File: src/rtl/vlset_pkg.sv
`timescale 1ns/1ps
package vlset_pkg;

  // Source chosen for the new vector length, in priority order.
  typedef enum logic [1:0] {
    VSRC_OLD = 2'd0,
    VSRC_RA  = 2'd1,
    VSRC_CTR = 2'd2,
    VSRC_IMM = 2'd3
  } vsrc_e;

  // LSB-0 positions of the two single-bit mode flags in the state word.
  localparam int unsigned VF_POS      = 0;
  localparam int unsigned PERSIST_POS = 1;

endpackage

File: src/rtl/vlset_src_sel.sv
`timescale 1ns/1ps
module vlset_src_sel
  import vlset_pkg::*;
#(
  parameter int unsigned LEN_W = 7,
  parameter int unsigned IDX_W = 5
) (
  input  logic             vs,
  input  logic [IDX_W-1:0] ra_idx,
  input  logic [IDX_W-1:0] rt_idx,
  input  logic [LEN_W-1:0] ra_low,
  input  logic [LEN_W-1:0] ctr_low,
  input  logic [LEN_W-1:0] imm_len,
  input  logic [LEN_W-1:0] old_vl,
  output logic [LEN_W-1:0] vl_req
);

  vsrc_e src;

  always_comb begin
    if (!vs)
      src = VSRC_OLD;
    else if (ra_idx != '0)
      src = VSRC_RA;
    else if (rt_idx != '0)
      src = VSRC_CTR;
    else
      src = VSRC_IMM;
  end

  always_comb begin
    unique case (src)
      VSRC_OLD: vl_req = old_vl;
      VSRC_RA:  vl_req = ra_low;
      VSRC_CTR: vl_req = ctr_low;
      default:  vl_req = imm_len;
    endcase
  end

endmodule

File: src/rtl/vlset_limit.sv
`timescale 1ns/1ps
module vlset_limit #(
  parameter int unsigned LEN_W = 7
) (
  input  logic             ms,
  input  logic [LEN_W-1:0] imm_len,
  input  logic [LEN_W-1:0] old_max,
  input  logic [LEN_W-1:0] vl_req,
  output logic [LEN_W-1:0] max_new,
  output logic [LEN_W-1:0] vl_new
);

  assign max_new = ms ? imm_len : old_max;

  // Unsigned compare: both operands are plain logic vectors.
  assign vl_new = (vl_req > max_new) ? max_new : vl_req;

endmodule

File: src/rtl/vlset_state_pack.sv
`timescale 1ns/1ps
module vlset_state_pack
  import vlset_pkg::*;
#(
  parameter int unsigned XLEN  = 64,
  parameter int unsigned LEN_W = 7
) (
  input  logic [XLEN-1:0]  state_in,
  input  logic [LEN_W-1:0] max_new,
  input  logic [LEN_W-1:0] vl_new,
  input  logic             vf,
  input  logic             mode_upd,
  input  logic             step_case,
  output logic [XLEN-1:0]  state_new
);

  localparam int unsigned MAX_LO = XLEN - LEN_W;
  localparam int unsigned VL_LO  = XLEN - 2*LEN_W;

  always_comb begin
    state_new = state_in;
    if (!step_case) begin
      state_new[MAX_LO +: LEN_W] = max_new;
      state_new[VL_LO  +: LEN_W] = vl_new;
      if (mode_upd) begin
        state_new[VF_POS]      = vf;
        state_new[PERSIST_POS] = 1'b0;
      end
    end
  end

endmodule

File: src/rtl/vlset_unit.sv
`timescale 1ns/1ps
module vlset_unit #(
  parameter int unsigned XLEN  = 64,
  parameter int unsigned LEN_W = 7,
  parameter int unsigned IDX_W = 5
) (
  input  logic             clk,
  input  logic             rst,
  input  logic             in_valid,
  input  logic [IDX_W-1:0] rt_idx,
  input  logic [IDX_W-1:0] ra_idx,
  input  logic [LEN_W-1:0] imm_field,
  input  logic             vf_flag,
  input  logic             vs_flag,
  input  logic             ms_flag,
  input  logic [XLEN-1:0]  ra_opnd,
  input  logic [XLEN-1:0]  ctr_opnd,
  input  logic [LEN_W-1:0] step_val,
  input  logic [XLEN-1:0]  state_in,
  output logic             out_valid,
  output logic             wb_en,
  output logic [IDX_W-1:0] wb_idx,
  output logic [XLEN-1:0]  wb_data,
  output logic [XLEN-1:0]  state_out,
  output logic [LEN_W-1:0] maxlen_out,
  output logic [LEN_W-1:0] vl_out
);

  localparam int unsigned MAX_LO = XLEN - LEN_W;
  localparam int unsigned VL_LO  = XLEN - 2*LEN_W;
  localparam int unsigned PAD_W  = XLEN - LEN_W;

  logic [LEN_W-1:0] imm_len, old_max, old_vl, vl_req, max_new, vl_new;
  logic [LEN_W-1:0] len_sel, max_sel;
  logic [XLEN-1:0]  state_new, wb_next;
  logic             step_case, mode_upd;
  logic             unused_opnd_hi;

  assign unused_opnd_hi = ^{ra_opnd[XLEN-1:LEN_W], ctr_opnd[XLEN-1:LEN_W]};

  assign imm_len   = imm_field + {{(LEN_W-1){1'b0}}, 1'b1};
  assign old_max   = state_in[MAX_LO +: LEN_W];
  assign old_vl    = state_in[VL_LO  +: LEN_W];
  assign step_case = vf_flag & ~vs_flag & ~ms_flag;
  assign mode_upd  = vs_flag | ms_flag;

  vlset_src_sel #(.LEN_W(LEN_W), .IDX_W(IDX_W)) u_src (
    .vs      (vs_flag),
    .ra_idx  (ra_idx),
    .rt_idx  (rt_idx),
    .ra_low  (ra_opnd[LEN_W-1:0]),
    .ctr_low (ctr_opnd[LEN_W-1:0]),
    .imm_len (imm_len),
    .old_vl  (old_vl),
    .vl_req  (vl_req)
  );

  vlset_limit #(.LEN_W(LEN_W)) u_lim (
    .ms      (ms_flag),
    .imm_len (imm_len),
    .old_max (old_max),
    .vl_req  (vl_req),
    .max_new (max_new),
    .vl_new  (vl_new)
  );

  vlset_state_pack #(.XLEN(XLEN), .LEN_W(LEN_W)) u_pack (
    .state_in  (state_in),
    .max_new   (max_new),
    .vl_new    (vl_new),
    .vf        (vf_flag),
    .mode_upd  (mode_upd),
    .step_case (step_case),
    .state_new (state_new)
  );

  assign len_sel = step_case ? old_vl  : vl_new;
  assign max_sel = step_case ? old_max : max_new;
  assign wb_next = step_case ? {{PAD_W{1'b0}}, step_val}
                             : {{PAD_W{1'b0}}, vl_new};

  always_ff @(posedge clk) begin
    if (rst) begin
      out_valid  <= 1'b0;
      wb_en      <= 1'b0;
      wb_idx     <= '0;
      wb_data    <= '0;
      state_out  <= '0;
      maxlen_out <= '0;
      vl_out     <= '0;
    end else begin
      out_valid <= in_valid;
      wb_en     <= in_valid && (rt_idx != '0);
      if (in_valid) begin
        wb_idx     <= rt_idx;
        wb_data    <= wb_next;
        state_out  <= state_new;
        maxlen_out <= max_sel;
        vl_out     <= len_sel;
      end
    end
  end

  // ---------------- assertions ----------------
  AST_VALID_FOLLOWS_STROBE: assert property (@(posedge clk) disable iff (rst)
    out_valid |-> $past(in_valid));

  AST_VL_WITHIN_MAX: assert property (@(posedge clk) disable iff (rst)
    (out_valid && !$past(step_case)) |-> (vl_out <= maxlen_out));

  AST_WB_NEEDS_INDEX: assert property (@(posedge clk) disable iff (rst)
    wb_en |-> (out_valid && wb_idx != '0));

  AST_WB_ZERO_EXTENDED: assert property (@(posedge clk) disable iff (rst)
    wb_en |-> (wb_data[XLEN-1:LEN_W] == '0));

  AST_STEP_KEEPS_STATE: assert property (@(posedge clk) disable iff (rst)
    (out_valid && $past(vf_flag && !vs_flag && !ms_flag))
      |-> (state_out == $past(state_in)));

  AST_MODE_BITS_LOADED: assert property (@(posedge clk) disable iff (rst)
    (out_valid && $past(vs_flag || ms_flag))
      |-> (state_out[1] == 1'b0 && state_out[0] == $past(vf_flag)));

  AST_MAX_FROM_IMM: assert property (@(posedge clk) disable iff (rst)
    (out_valid && $past(ms_flag))
      |-> (maxlen_out == LEN_W'($past(imm_field) + 1'b1)));

endmodule

File: config.mk
export PLATFORM = sky130hd
export DESIGN_NAME = vlset_unit
export DESIGN_NICKNAME = d
export VERILOG_FILES = /design/src/rtl/vlset_pkg.sv /design/src/rtl/vlset_src_sel.sv /design/src/rtl/vlset_limit.sv /design/src/rtl/vlset_state_pack.sv /design/src/rtl/vlset_unit.sv
export SDC_FILE = /design/constraint.sdc
export NUM_CORES = 1
export LEC_CHECK = 0
export BUFFER_PORTS_ARGS = -buffer_cell sky130_fd_sc_hd__buf_2
export CAP_MARGIN = 15
export CORE_AREA = 5 5 142 144
export DETAILED_ROUTE_END_ITERATION = 10
export DIE_AREA = 0 0 147 149
export MAX_ROUTING_LAYER = met4
export PLACE_DENSITY = 0.53
export SETUP_SLACK_MARGIN = 0.15
export SLEW_MARGIN = 0
export SYNTH_ARGS = -nofsm -noshare
export SYNTH_HDL_FRONTEND = slang
export SYNTH_SLANG_ARGS = --single-unit
File: constraint.sdc
create_clock -name clk -period 3 [get_ports clk]
set_clock_uncertainty 0.1 [all_clocks]
set_input_delay 0 -clock clk [delete_from_list [all_inputs] [get_ports clk]]
set_output_delay 0 -clock clk [all_outputs]
set_load 0.03 [all_outputs]
## After elaboration in Yosys (flattened, before gate mapping)

Index checks and enable logic that the tools add are counted.
Widths: inputs -> output; s select.

- Register bits: 149

- Order comparisons: 1
- Equal/unequal tests: 2
- Bitwise operators: 5
- Add/sub/neg operators: 1
- Multiplexer cells: 12
- Reduce and logical (&&, ||, !) cells: 4

Operator list:

| kind | count |
|---|---|
| $mux 7 | 5 |
| $pmux 7 s3 | 1 |
| $mux 14 | 1 |
| $reduce_bool 5->1 | 2 |
| $mux 2 | 4 |
| $add 7x1->7 const B | 1 |
| $gt 7x7->1 | 1 |
| $and 1x1->1 | 2 |
| $eq 2x1->1 const B | 1 |
| $eq 2x2->1 const B | 1 |
| $logic_not 2->1 | 1 |
| $not 1->1 | 2 |
| $logic_and 1x1->1 | 1 |
| $mux 1 | 1 |
| $or 1x1->1 | 1 |

## Depth between registers and ports, before layout

Gate-level depths: netlist (run 1).

- Word-level depth: 9
- Depth in mapped cells: 13
- Depth with buffers taken out: 13

## Modules after synthesis

Synthesis (run 1) repeated with hierarchy kept, for this count alone.

- Cell total of the unflattened synthesis: 562
- Area, all modules: 5097.4 um^2

Modules (own cells, without submodules):

| module | sequential area each (um^2) | times used | cells an instance | area an instance (um^2) |
|---|---|---|---|---|
| vlset_unit | 1841.8 | 1 | 410 | 3873.7 |
| vlset_state_pack | 0.0 | 1 | 67 | 613.1 |
| vlset_limit | 0.0 | 1 | 41 | 352.8 |
| vlset_src_sel | 0.0 | 1 | 44 | 257.7 |

## Least setup slack after synthesis (run 1)

Ideal clock, no wire load.

- Path type: input port to flip-flop
- From: input rt_idx[1]
- To: register wb_data[0]
- Cell stages on the path: 12
- Library setup time: 143 ps
- Data required time: 2757 ps
- Data arrival time: 2228 ps
- Slack: 528 ps
- Cell sequence: nor4_2 > nand2b_1 > a32o_1 > a221oi_2 > inv_1 > ha_1 > nand3b_1 > a21oi_1 > o21ai_0 > and2b_1 > a221oi_1 > a211oi_1

- Longest elaborated chain between the ends: 9
- Elaborated cells between the ends (all ways): 11
- Those cells by class: 1 x order compare; 2 x eq/ne; 6 x mux; 2 x reduce/logical

RTL lines:

| item | line | source |
|---|---|---|
| from (decl) | vlset_unit.sv:10 | `input logic [IDX_W-1:0] rt_idx,` |
| $reduce_bool 5->1 (*) | vlset_src_sel.sv:25 | `else if (rt_idx != '0)` |
| $mux 1 (*) | vlset_src_sel.sv:25 |  |
| $mux 2 (*) | vlset_src_sel.sv:23 | `else if (ra_idx != '0)` |
| $mux 2 (*) | vlset_src_sel.sv:21 | `if (!vs)` |
| $eq 2x2->1 (tied with other cells) | vlset_src_sel.sv:32 | `unique case (src)` |
| $pmux 7 s3 (*) | vlset_src_sel.sv:32 |  |
| $gt 7x7->1 | vlset_limit.sv:16 | `assign vl_new = (vl_req > max_new) ? max_new : vl_req;` |
| $mux 7 (*) | vlset_limit.sv:16 |  |
| $mux 7 (*) | vlset_unit.sv:79 | `assign wb_next = step_case ? {{PAD_W{1'b0}}, step_val}` |
| to (signal assigned) | vlset_unit.sv:96 | `wb_data <= wb_next;` |
| to (decl) | vlset_unit.sv:23 | `output logic [XLEN-1:0] wb_data,` |

Every way passes the cells marked *; elsewhere a longest branch is shown, timed or not.
A chain may end at the register's enable or synchronous reset.

## Worst setup path in the final report (run 1)

- From: input rt_idx[1]
- To: register wb_data[6]

Same word-level chain as after synthesis.

==> summary.md, run 1 <==
| Metric | Value |
|---|---|
| Worst-Skew Late Latency | `330 ps` |
| Asr flop ratio synth | `0%` |
| Combinational share of power | `27.3%` |
| Met3 wire length | `1.06 mm` |
| Worst relative slew slack | `48.7%` |
| Post-Synth Simple-Gate Area | `15.3%` |
| Antenna-violating nets left | `0` |
| CTS Buf Count | `9` |
| Commonest cells post-synth | `nor2_1 (97), dfxtp_1 (78), buf_4 (76), mux2i_1 (64), a211oi_1 (13)` |
| Final TNS setup | `0 ps` |
| RSZ-0062 raised after global routing | `false` |
| Tot Pwr | `3.28 mW` |
| FF+latch count, synth | `78` |
| Switching share of power | `32.9%` |
| H-tree levels | `3` |
| Clk pin slew, worst setup/hold paths | `60 ps` |
| Drt first pass iters | `4` |
| Max Cap Viol | `0` |
| Pwr Density | `526 mW/mm^2` |
| Distinct cells, synth | `45` |
| FMAX | `0.370 GHz` |
| Final hold violation count | `0` |
| Fin crit period | `2700 ps` |
| Post-DP HPWL | `10.2 mm` |
| Net Sw Power | `1.08 mW` |
| Area Overhead vs Synth | `52.7%` |
| Cell Area, Synth | `0.00409 sq mm` |
| GR Util All Layers | `12.8%` |
| Worst Setup Path Type | `in -> reg` |
| Synth Warn # | `0` |
| # IOs | `371` |
| Placement Setup Slack | `-278 ps` |
| Tightest Hold Check Type | `in -> reg` |
| Antenna violations before repair | `3` |
| Compound-Gate Fraction of Synth Area | `9.52%` |
| Fillers | `1916` |
| Worst Path Required | `3090 ps` |
| Die X | `147 microns` |
| Crit. End Element | `flip-flop` |
| Setup ws final | `300 ps` |
| Leakage | `3.16 nW` |
| Top-area cell type share of the netlist area | `38.2%` |
| Sequential Power Share | `35.3%` |
| Post-route cell area | `0.00624 sq mm` |
| Total vias in the final route | `3914` |
| Cell-internal power | `2.20 mW` |
| Core footprint | `0.0186 sq mm` |
| Post-route insts no fill | `966` |
| Cell with the most instances after synthesis | `nor2_1` |
| Setup violations, final | `0` |
| Vias in the first global route | `3943` |
| Routed wl met2 | `6.79 mm` |
| GR Overflow Total | `0` |
| Seq/Total Area, Yosys | `38.2%` |
| Met1 Wirelength | `6.15 mm` |
| Status | `finished clean` |
| CTS max path bufs | `2` |
| Worst-Margin Slew | `769 ps` |
| Max IR drop VDD | `292 uV` |
| Worst path arrival time | `2790 ps` |
| Largest family of logic cells by synthesized area | `buffers and inverters` |
| Critical path peak fanout | `4` |
| Worst Setup Start Kind | `input pin` |
| Multi-input gate area | `0.00206 sq mm` |
| Top post-synthesis cells by area | `dfxtp_1 (38%), mux2i_1 (16%), buf_4 (14%)` |
| First-pass GRT wire length | `21.3 mm` |
| DP Area | `0.00512 sq mm` |
| Synth Area in XOR/XNOR | `0.643%` |
| Die ar. | `0.0219 sq mm` |
| Nets | `953` |
| Mean post-synth cell area | `9.02 sq um` |
| Max Slew Vio Count | `0` |
| 1st-iter DRT viols | `122` |
| Post-synthesis adder-cell area fraction | `2.45%` |
| Initial Util | `22.0%` |
| Share of cells above drive strength 1 | `36.5%` |
| Uppermost layer routed | `met4` |
| Largest net degree at the start of global routing | `68` |
| Rows | `50` |
| Drt via density | `4.05` |
| PortBufs | `199` |
| Total wire length | `14.3 mm` |
| DRC viols | `0` |
| Register area | `0.00156 sq mm` |
| Mux share of post-synthesis cell area | `16.2%` |
| GPL Wtd Cong | `0.790` |
| Clock root cell | `clkbuf_16` |
| EDFF count, synth | `0` |
| Drt wl/cell | `14.8 microns` |
| Die Span Y | `149 microns` |
| Post-Synthesis Cells | `453` |
| Final period util | `90.0%` |
| Share of total power in the clock network | `37.4%` |
| Synth Flop Type | `dfxtp_1` |
| Cells after DPL | `872` |
| Synth area leader | `dfxtp_1` |
| CTS tree | `built` |
| # clock sinks | `78` |
==> flip-flops by register name (all words and copies together), names as in the netlist <==
| signal | cells |
|---|---|
| out_valid | 1 |
| state_out | 64 |
| wb_data | 7 |
| wb_en | 1 |
| wb_idx | 5 |
==> metrics by stage <==
step                      util [%]  hold slack (ps)
after floorplan                  -             47.2
after global placement        27.5              131
after detailed placement      27.5              142
after CTS                     33.3             11.8
after global routing          33.6             87.7
final                         33.6             38.6
==> layout by cell type, fill, tap and decap left out, drive strengths merged, types with 2 or more instances in the layout <==
master and n:
nand3 10, conb 57, nor2b 4, a211oi 13, a221oi 6, clkbuf 10
mux2 2, and2b 2, o211ai 2, a311oi 3, ha 8, mux2i 64
dlygate4sd3 73, nor2 97, nand2 9, dfxtp 78, nand2b 2, clkinvlp 2
xnor2 3, o21ai 7, a31oi 4, bufinv 2, inv 14, o221ai 2
buf 225, diode 4, nor3 7, a21oi 8, o31ai 2
==> kinds of logic after synthesis <==
| logic type | after synthesis |
|---|---|
| and+or+nand+nor | 140 |
| xor gates and xnor gates | 3 |
| muxes | 66 |
| DFF | 78 |
| adders and majority gates | 8 |
| buffers and inverters | 107 |
| other | 1 |
| AOI/OAI and AO/OA | 50 |
==> path summary, 6_finish.rpt <==
kind / cells after the start / end / start / slack (ps)
max: 17 / wb_data[6] / rt_idx[1] / 300
max reg2reg: 3 / state_out[0] / state_out[0] / 1660
min: 4 / state_out[60] / state_in[60] / 40
min reg2reg: 2 / state_out[1] / state_out[1] / 360
==> per-layer routing <==
metal | vias up | track usage (%)
li1 | 1968 | -
met5 | - | -
met3 | 20 | 3.46
met4 | 0 | 4.15
met2 | 187 | 21.2
met1 | 1739 | 15.3
==> cell type report <==
type | instances | share of cell area, %
clock inverters | 6 | 1.48
diodes | 4 | 0.160
well taps | 234 | 4.69
clock buffers | 10 | 3.83
multi-input cells | 324 | 33.1
repair buffers | 298 | 31.0
flip-flops and latches | 78 | 25.0
inverters | 12 | 0.722
==> power groups by stage <==
stage / clock network, mW / registers (mW) / logic [mW]
6_report: 1.23 / 1.16 / 0.895
3_5_place_dp: 0 / 1.18 / 0.805
2_1_floorplan: 0 / 1.33 / 0.460
3_3_place_gp: 0 / 1.18 / 0.803
5_1_grt: 1.32 / 1.17 / 0.963
4_1_cts: 1.28 / 1.16 / 0.883
==> worst max-delay path: stages <==
cell and delay (ps):
buf_2 120, nor4_4 290, buf_4 160, nand2b_1 120, buf_4 180, o32ai_1 300
nor3_2 100, ha_1 330, a21oi_1 190, a21oi_2 100, buf_4 130, buf_4 120
nor2_1 130, a211oi_1 60, a211oi_1 250, buf_4 170, nor3_1 40
==> timing repair <==
item	CTS	global route
endpoints found under the setup margin	10	12
gates cloned	0	0
buffers inserted	0	1
hold buffers	73	0
endpoints found under the hold margin	70	0
gates resized for setup	2	10
Note: power is estimated with default switching activity, not from simulation.
==> run 2, diff against run 1 <==
==> constraint.sdc (replaced) <==
create_clock -name clk -period 2.8 [get_ports clk]
set_clock_uncertainty 0.1 [all_clocks]
set_input_delay 0 -clock clk [delete_from_list [all_inputs] [get_ports clk]]
set_output_delay 0 -clock clk [all_outputs]
set_load 0.03 [all_outputs]
==> run 2 against run 1 <==
- setup slack got worse by 78 ps
- sequential share of layout area decreased by 0.54 points
- die area unchanged
- critical path depth decreased by 2
- clock power decreased by 6%
- sequential power increased by 7%
- count of clock-buffer cells in the layout decreased by 1
- power increased by 3.5%
- register-to-register slack got worse by 240 ps
- critical endpoint is now wb_data[5]
- largest cell class unchanged
==> summary.md, run 2 (same netlist as run 1, synthesis figures left out) <==
| Metric | Value |
|---|---|
| RSZ-0062 raised after global routing | `true` |
| Met1 GRT Util | `15.4%` |
| CTS Buf Count | `9` |
| Delay-heaviest family, CP | `compound AO/OA/AOI/OAI gates` |
| Drt first pass iters | `4` |
| # IOs | `371` |
| Tot Pwr | `3.40 mW` |
| Commonest non-fill, non-tap cell in the layout | `buf_2` |
| Max Cap Viol | `0` |
| GRT busiest layer | `met2` |
| M3 GR Usage | `3.25%` |
| Drt wl/cell | `14.6 microns` |
| Placement Setup Slack | `-395 ps` |
| Total wire length | `14.3 mm` |
| Nets | `971` |
| Switching share of power | `33.6%` |
| H-tree levels | `3` |
| Fin crit period | `2580 ps` |
| Cell-internal power | `2.25 mW` |
| Post-route cell area | `0.00638 sq mm` |
| Final Util | `34.3%` |
| Worst Setup Start Kind | `input pin` |
| Pwr Density | `532 mW/mm^2` |
| Worst-Skew Late Latency | `340 ps` |
| Biggest regs | `state_out (64), wb_data (7), wb_idx (5)` |
| Sequential Power Share | `36.6%` |
| Drt via density | `4.13` |
| Area Overhead vs Synth | `56.1%` |
| Antenna-violating nets left | `0` |
| Met2 global-route usage | `21.2%` |
| Setup ws final | `222 ps` |
| CP bufs+invs | `4` |
| # clock sinks | `78` |
| Clock root cell | `clkbuf_16` |
| Worst relative slew slack | `53.7%` |
| Final hold violation count | `0` |
| Die X | `147 microns` |
| Rows | `50` |
| Worst Path Required | `2910 ps` |
| Max IR drop VDD | `254 uV` |
| GR Overflow Total | `0` |
| GR Util All Layers | `12.9%` |
| Share of total power in the clock network | `34.2%` |
| Clk pin slew, worst setup/hold paths | `60 ps` |
| Most frequent cells in the layout | `buf_2 (196), nor2_1 (96), dfxtp_1 (78), dlygate4sd3_1 (74), mux2i_1 (63)` |
| Critical path peak fanout | `5` |
| Max Slew Vio Count | `0` |
| Worst path arrival time | `2680 ps` |
| Setup violations, final | `0` |
| Critical-path cell list | `buf_8 -> nor4_4 -> buf_4 -> nand2b_2 -> a32o_1 -> a221oi_2 -> inv_1 -> ha_1 -> nand3b_1 -> a21oi_2 -> o21ai_2 -> and2b_2 -> buf_6 -> a221oi_4 -> a211oi_1` |
| Tightest Hold Check Type | `in -> reg` |
| Post-DP HPWL | `10.7 mm` |
| CTS tree | `built` |
| DRC viols | `0` |
| 1st-iter DRT viols | `111` |
| Initial Util | `22.0%` |
| Reg with most FFs | `state_out` |
| Worst-Margin Slew | `694 ps` |
| Slowest cell on crit path | `nor4_4` |
| Combinational share of power | `29.2%` |
| Die ar. | `0.0219 sq mm` |
| Max stage delay on crit path | `310 ps` |
| DP Area | `0.00523 sq mm` |
| Fillers | `1896` |
| Net Sw Power | `1.14 mW` |
| Final period util | `92.1%` |
| Crit. End Element | `flip-flop` |
| Largest net degree at the start of global routing | `63` |
| First-pass GRT wire length | `21.6 mm` |
| CTS max path bufs | `2` |
| Die Span Y | `149 microns` |
| Antenna violations before repair | `2` |
| GPL Wtd Cong | `0.799` |
| Register area | `0.00156 sq mm` |
| FMAX | `0.388 GHz` |
| Multi-input gate area | `0.00210 sq mm` |
| Status | `finished clean` |
| Leakage | `3.25 nW` |
| Largest register FFs | `64` |
| Share of cells above drive strength 1 | `38.5%` |
| Core footprint | `0.0186 sq mm` |
| PortBufs | `199` |
| Total vias in the final route | `4047` |
| Vias in the first global route | `4122` |
| Worst Setup Path Type | `in -> reg` |
[run 2: routing by layer]
metal | routed length, microns | part of all wire, %
met4 | 321 | 2.2
met3 | 1140 | 7.9
met5 | 0 | 0
met2 | 6750 | 47
met1 | 6130 | 43
[run 2: path summary, 6_finish.rpt]
kind                     start             to  slack, ps  cells past startpoint
setup / recovery     rt_idx[1]     wb_data[5]        220                     15
hold / removal    state_in[60]  state_out[60]         30                      4
setup reg to reg  state_out[0]   state_out[0]       1420                      3
hold reg to reg   state_out[1]   state_out[1]        380                      2
[run 2: power groups by stage]
stage / registers, mW / logic (mW) / clock network, mW
floorplan: 1.43 / 0.493 / 0
global placement: 1.27 / 0.877 / 0
detailed placement: 1.27 / 0.879 / 0
CTS: 1.24 / 0.969 / 1.21
global route: 1.26 / 1.07 / 1.25
finish: 1.24 / 0.990 / 1.16
[run 2: worst register-to-register path, stage by stage (launching register included)]
cell	delay, ps
dfxtp_1	340
nor2_1	50
a311oi_1	260
dlygate4sd3_1	580
[run 2: area by class of cell]
class,count,area share [%]
multi-input cells,324,33.0
repair buffers,316,32.6
flip-flops and latches,78,24.5
well taps,234,4.59
clock buffers,9,3.53
clock inverters,6,0.981
inverters,12,0.706
diodes,2,0.0785
[run 2: repair_timing]
action                                  4_1_cts  5_1_grt
pin swaps                                     1       12
buffers inserted                              0        1
hold buffers                                 74        0
endpoints found under the hold margin        73        0
gates resized for setup                       8       17
endpoints found under the setup margin       14       14
[run 2: stage by stage]
step / cells / setup TNS (ps) / hold WS (ps)
3_5_place_dp: 889 / -4780 / 142
3_3_place_gp: 889 / -3970 / 132
5_1_grt: 981 / 0 / 70.2
4_1_cts: 978 / 0 / 5.37
2_1_floorplan: 509 / 0 / 47.2
6_report: 981 / 0 / 25.9
